[config.mk]
export PLATFORM = sky130hd
export DESIGN_NAME = seqdet_lockout
export DESIGN_NICKNAME = d
export VERILOG_FILES = /design/src/rtl/seqdet_pkg.sv /design/src/rtl/seqdet_next.sv /design/src/rtl/seqdet_state_reg.sv /design/src/rtl/seqdet_out_reg.sv /design/src/rtl/seqdet_lockout.sv
export SDC_FILE = /design/constraint.sdc
export NUM_CORES = 1
export LEC_CHECK = 0
export ABC_CLOCK_PERIOD_IN_PS = 1000
export BUFFER_PORTS_ARGS = -buffer_cell sky130_fd_sc_hd__buf_2
export CAP_MARGIN = 0
export CORE_AREA = 2 2 39 41
export DETAILED_ROUTE_END_ITERATION = 8
export DIE_AREA = 0 0 41 43
export MAX_ROUTING_LAYER = met4
export PLACE_DENSITY = 0.39
export SYNTH_ARGS = -nofsm -noshare
export SYNTH_HDL_FRONTEND = slang
export SYNTH_SLANG_ARGS = --single-unit
[constraint.sdc]
create_clock -name clk -period 1 [get_ports clk]
set_input_delay 0.2 -clock clk [delete_from_list [all_inputs] [get_ports clk]]
set_output_delay 0.2 -clock clk [all_outputs]
set_load 0.02 [all_outputs]
[src/rtl/seqdet_pkg.sv]
package seqdet_pkg;
   typedef enum logic [1:0] {
      ST_ZERO = 2'd0,   // no history, or last accepted bit was 0 (not after a 1)
      ST_ONES = 2'd1,   // inside a run of ones; run length held separately
      ST_TEN  = 2'd2,   // last two accepted bits were 1 then 0
      ST_LOCK = 2'd3    // run limit reached; absorbs every input
   } kind_e;
   localparam int unsigned KIND_N = 4;
endpackage

[src/rtl/seqdet_next.sv]
module seqdet_next
   import seqdet_pkg::*;
#(
   parameter int unsigned RUN_LIMIT = 3,
   parameter int unsigned RUN_W     = 2
) (
   input  kind_e            cur_kind,
   input  logic [RUN_W-1:0] cur_run,
   input  logic             bit_valid,
   input  logic             bit_in,
   output kind_e            nxt_kind,
   output logic [RUN_W-1:0] nxt_run
);
   localparam logic [RUN_W-1:0] LAST_BEFORE_LOCK = RUN_W'(RUN_LIMIT - 1);

   always_comb begin
      nxt_kind = cur_kind;
      nxt_run  = cur_run;
      if (bit_valid) begin
         case (cur_kind)
            ST_LOCK: begin
               nxt_kind = ST_LOCK;
               nxt_run  = '0;
            end
            ST_ONES: begin
               if (bit_in) begin
                  if (cur_run == LAST_BEFORE_LOCK) begin
                     nxt_kind = ST_LOCK;
                     nxt_run  = '0;
                  end else begin
                     nxt_run = cur_run + 1'b1;
                  end
               end else begin
                  nxt_kind = ST_TEN;
                  nxt_run  = '0;
               end
            end
            default: begin
               if (bit_in) begin
                  nxt_kind = ST_ONES;
                  nxt_run  = RUN_W'(1);
               end else begin
                  nxt_kind = ST_ZERO;
                  nxt_run  = '0;
               end
            end
         endcase
      end
   end
endmodule

[src/rtl/seqdet_state_reg.sv]
module seqdet_state_reg
   import seqdet_pkg::*;
#(
   parameter int unsigned RUN_W        = 2,
   parameter bit          ONEHOT_STATE = 1'b0
) (
   input  logic             clk,
   input  logic             rst_n,
   input  kind_e            nxt_kind,
   input  logic [RUN_W-1:0] nxt_run,
   output kind_e            cur_kind,
   output logic [RUN_W-1:0] cur_run
);
   always_ff @(posedge clk or negedge rst_n) begin
      if (!rst_n) cur_run <= '0;
      else        cur_run <= nxt_run;
   end

   generate
      if (ONEHOT_STATE) begin : g_onehot
         logic [KIND_N-1:0] kind_oh;
         always_ff @(posedge clk or negedge rst_n) begin
            if (!rst_n) kind_oh <= KIND_N'(1) << ST_ZERO;
            else        kind_oh <= KIND_N'(1) << nxt_kind;
         end
         always_comb begin
            cur_kind = ST_ZERO;
            for (int i = 0; i < KIND_N; i++) begin
               if (kind_oh[i]) cur_kind = kind_e'(i);
            end
         end
      end else begin : g_binary
         kind_e kind_q;
         always_ff @(posedge clk or negedge rst_n) begin
            if (!rst_n) kind_q <= ST_ZERO;
            else        kind_q <= nxt_kind;
         end
         assign cur_kind = kind_q;
      end
   endgenerate
endmodule

[src/rtl/seqdet_out_reg.sv]
module seqdet_out_reg
   import seqdet_pkg::*;
(
   input  logic  clk,
   input  logic  rst_n,
   input  kind_e nxt_kind,
   output logic  detect,
   output logic  locked
);
   always_ff @(posedge clk or negedge rst_n) begin
      if (!rst_n) begin
         detect <= 1'b0;
         locked <= 1'b0;
      end else begin
         detect <= (nxt_kind == ST_TEN);
         locked <= (nxt_kind == ST_LOCK);
      end
   end
endmodule

[src/rtl/seqdet_lockout.sv]
module seqdet_lockout
   import seqdet_pkg::*;
#(
   parameter int unsigned RUN_LIMIT    = 3,
   parameter bit          ONEHOT_STATE = 1'b0
) (
   input  logic clk,
   input  logic rst_n,
   input  logic bit_valid,
   input  logic bit_in,
   output logic detect,
   output logic locked
);
   localparam int unsigned RUN_W = $clog2(RUN_LIMIT + 1);

   generate
      if (RUN_LIMIT < 2) begin : g_bad_limit
         $error("seqdet_lockout: RUN_LIMIT must be at least 2");
      end
   endgenerate

   kind_e            cur_kind, nxt_kind;
   logic [RUN_W-1:0] cur_run, nxt_run;

   seqdet_next #(.RUN_LIMIT(RUN_LIMIT), .RUN_W(RUN_W)) u_next (
      .cur_kind (cur_kind),
      .cur_run  (cur_run),
      .bit_valid(bit_valid),
      .bit_in   (bit_in),
      .nxt_kind (nxt_kind),
      .nxt_run  (nxt_run)
   );

   seqdet_state_reg #(.RUN_W(RUN_W), .ONEHOT_STATE(ONEHOT_STATE)) u_state (
      .clk     (clk),
      .rst_n   (rst_n),
      .nxt_kind(nxt_kind),
      .nxt_run (nxt_run),
      .cur_kind(cur_kind),
      .cur_run (cur_run)
   );

   seqdet_out_reg u_out (
      .clk     (clk),
      .rst_n   (rst_n),
      .nxt_kind(nxt_kind),
      .detect  (detect),
      .locked  (locked)
   );
endmodule

Word-level counts from Yosys, hierarchy flattened
Index checks and enable logic that the tools add are counted.

storage, ports and cells
  flip-flop bits (word level) = 6
  output and inout port bits = 2

cells by class
  add/subtract/negate cells = 1
  equal/unequal tests = 5
  mux-type cells = 8

operators with widths
  cell                                                             count
  2-bit two-way mux                                                5
  2-bit == test, second input constant                             4
  2-bit one-hot mux with 2 select lines                            2
  2-bit by 1-bit adder with 2-bit output, second input constant    1
  2-bit by 1-bit == test with 1-bit output, second input constant  1
  1-bit two-way mux                                                1

Longest topological paths before layout
  depth after elaboration = 6
  gate-level depth with buffers = 3

Modules after synthesis
Synthesis repeated with hierarchy kept, for this count alone.

second synthesis, totals
  cell total of the unflattened synthesis = 22
  area, all modules = 259.0 sq um

modules (own cells, without submodules)
  module            times used  cells an instance  area an instance (sq um)  seq. area each (sq um)
  seqdet_state_reg  1           4                  100.1                     100.1
  seqdet_next       1           14                 92.6                      0.0
  seqdet_out_reg    1           4                  66.3                      50.0

Least setup slack after synthesis
OpenSTA, ideal clock, no wires.

  path type = register to register
  from = reg u_state.g_binary.kind_q[1], in the netlist u_state.cur_kind[1]
  to = reg u_state.cur_run[0]
  arrival = 0.774 ns
  slack = 0.160 ns
  cell stages (with the launch flop) = 3
  buffers on the path = 0
  clock period less this slack = 0.840 ns
  cell sequence = dfrtp_1 > o31ai_1 > a31o_1

on the way
  word-level cells in the longest chain between the ends = 2
  elaborated cells between the ends (all ways) = 3
  classes of those cells = eq/ne (2); mux (1)

RTL lines
  what                                                                              RTL line                text
  start, declared                                                                   seqdet_state_reg.sv:33  kind_e kind_q;
  start signal, assigned                                                            seqdet_state_reg.sv:36  else kind_q <= nxt_kind;
  2-bit by 1-bit == test with 1-bit output / 2-bit == test (equally long branches)  seqdet_next.sv:20       case (cur_kind)
  2-bit one-hot mux with 2 select lines (*)                                         seqdet_next.sv:20
  end signal, assigned                                                              seqdet_state_reg.sv:16  else cur_run <= nxt_run;
  end, declared                                                                     seqdet_state_reg.sv:12  output logic [RUN_W-1:0] cur_run

Every way passes the cells marked *; elsewhere a longest branch is shown, timed or not.
A chain may end at the register's enable or synchronous reset.

Worst setup path after layout
  from = reg u_out.detect
  to = out detect

RTL lines
  what                    RTL line              text
  start, declared         seqdet_out_reg.sv:7   output logic detect,
  start signal, assigned  seqdet_out_reg.sv:15  detect <= (nxt_kind == ST_TEN);
  end, declared           seqdet_lockout.sv:11  output logic detect,

No word-level cell between the ends.

==> metrics <==
M3 GR Usage=~3.1%; critical path class=register to output pin; # port buffers=5; final hold vios=0; ys flop type=dfrtp_1; Synth area leaders=dfrtp_1 55%, nand2b_1 6.8%, nand3b_1 5.5%; met2 Use GR=around 9.1%; worst-margin pin slew=0.2047 ns; CP delay by family, top=flip-flops; largest net degree at the start of global routing=10; Num CTS Buffers=3; die area=0.001763 mm²; synth warn=0; count leader, synth=dfrtp_1; overall routing resource usage=a little over 8%; Final Max Slew Viols=0; Placer Congestion=0.8030; register area share after synthesis=54.55%; n_diodes=0; Multi-input gate area=110.1 µm²; RSZ-0062 raised after global routing=false; fraction of registers with async set/reset=100.0%; # H-tree levels=1; layout cells sized above 1=between 20% and 30%; Synth Register Bits=6; worst skew pair latency=0.25 ns; starting DRC count in detailed routing=2; row count=14; final setup vio count=0; via count=about 210; sequential power share=47.6%; critical path cell sequence=buf_2; cts hold-fix bufs=1; layer with the highest usage=met1; Distinct cells, synth=14; top cell type's share of synthesized area=54.55%; Mapped Nets=28; CTS tree=yes; Critical Path End Type=output pin; Total Wirelength=about 500 µm; Core ar.=0.001384 mm²; GRT overflow=0; Starting Density=19.89%; largest area contributor in the netlist=dfrtp_1; CP max FO=1; CP peak stage delay=around 0.35 ns; Slew HR=around 86%; synthesized cell area=275.3 µm²; setup bufs post-CTS=0; Lkg Pwr=0.1547 nW; first-pass GRT wire length=slightly below 900 µm; vias in the first global route=204; cts repair resizes=0; clk_skew=0.003111 ns; Final ANT Viol Nets=0; initial antenna violation count=0; status=finished, final reports clean; cell count after synthesis=24; TNS Setup=0 ns; Slowest cell on crit path=dfrtp_1; Max Freq=around 1000 MHz; Synth top cells by count=6 x dfrtp_1, 3 x nand2b_1, 2 x inv_1, 2 x nand3b_1, 2 x o22ai_1; WL per Instance=~11 µm; Die H=43 µm; GR met1 Demand/Resource=11.18%; Sw Ratio=a little over a quarter; Worst Path Required=0.80 ns; post-DR vias/cell=4.458; Avg Inst Size Synth=11.47 µm²; min-delay worst type=input pin to register; Area growth, synth to finish=25.45%; clk slew on worst S/H paths=~0.040 ns; IO Count=6; residual DRC count=0; worst vdd ir=0.7727 mV; clock sink count=6; WP buf/inv=1; Detailed Routing Iterations Pass 1=3; Psw=0.1655 mW; Nets=38; DP HPWL=376.6 µm; Die X=41 µm; Startpoint Class=register; Int Pwr=0.4570 mW; CTS root buf=clkbuf_4; FF+latch area=approximately 150 µm²; Max Cap Viol=0; CTS Buffer Depth=2; Clock Power Share=36.7%; Filler cells=153; Comb pwr share=approximately 16%; PwrDens=~1800 mW/mm²; Overall Power=roughly 0.62 mW; critical path arrival=0.75 ns; EDFF count, synth=0; Final Critical Period=0.9532 ns; Final period util=between 90 and 100%
cell families (layout without fill, tap and decap cells):
family                 Yosys count  count (layout)  synth area share, %
AOI/OAI and AO/OA                7               7                18.64
buffers and inverters            3              11                5.457
DFF                              6               6                54.54
muxes                            1               1                3.637
and+or+nand+nor                  7               7                17.73
sequential cells by signal, summed over array words and instances, names as in the netlist:
| register | flops |
|---|---|
| u_out.detect | 1 |
| u_out.locked | 1 |
| u_state.cur_kind | 2 |
| u_state.cur_run | 2 |
metrics by stage:
stage	instance area (µm²)	utilization [%]	hold slack (ns)	setup slack (ns)	instances
2_1_floorplan	275.3	-	-0.09559	0.1603	24
3_3_place_gp	312.8	22.60	0.03384	0.09594	44
3_5_place_dp	312.8	22.60	0.03488	0.1120	44
4_1_cts	345.3	24.95	0.2175	0.03803	48
5_1_grt	345.3	24.95	0.2362	0.01726	48
6_report	345.3	24.95	0.2218	0.04684	48
final cells by class:
| type | instances | area share [%] |
|---|---|---|
| Inverter | 2 | 2.174 |
| Clock buffer | 3 | 6.522 |
| Sequential cell | 6 | 43.48 |
| Timing Repair Buffer | 6 | 10.14 |
| Tap cell | 16 | 5.797 |
| Multi-Input combinational cell | 15 | 31.88 |
final timing paths:
| path | cells after the start | slack [ns] | from | endpoint |
|---|---|---|---|---|
| worst max-delay path | 1 | 0.05 | u_out.detect | detect |
| worst min-delay path | 2 | 0.22 | bit_in | u_out.detect |
| worst max register to register | 2 | 0.09 | u_state.cur_kind[1] | u_state.cur_run[0] |
| worst min register to register | 2 | 0.59 | u_state.cur_run[1] | u_state.cur_run[1] |
| max in group asynchronous | 2 | 0.54 | rst_n | u_state.cur_run[1] |
| min in group asynchronous | 2 | 0.31 | rst_n | u_state.cur_kind[0] |
per-layer routing:
layer | vias up | share of wire, %
met4 | 0 | 4.1
li1 | 106 | -
met1 | 99 | 48
met5 | - | 0
met2 | 7 | 39
met3 | 2 | 8.0
power by group through the flow:
| stage | Combinational [mW] | Clock (mW) | Sequential, mW |
|---|---|---|---|
| 2_1_floorplan | 0.0588 | 0 | 0.305 |
| 3_3_place_gp | 0.0960 | 0 | 0.301 |
| 3_5_place_dp | 0.0954 | 0 | 0.300 |
| 4_1_cts | 0.0988 | 0.233 | 0.297 |
| 5_1_grt | 0.111 | 0.259 | 0.301 |
| 6_report | 0.0976 | 0.229 | 0.296 |
cell usage in the layout (no fill, tap or decap):
cell type	count
dfrtp_1	6
buf_2	5
nand2b_1	3
clkbuf_4	3
inv_1	2
nand3b_1	2
o22ai_1	2
mux2i_1	1
a31oi_1	1
a22o_1	1
nand4b_1	1
a21boi_1	1
o31ai_1	1
nor2b_1	1
a31o_1	1
dlygate4sd3_1	1
(Power assumes the default switching activity.)
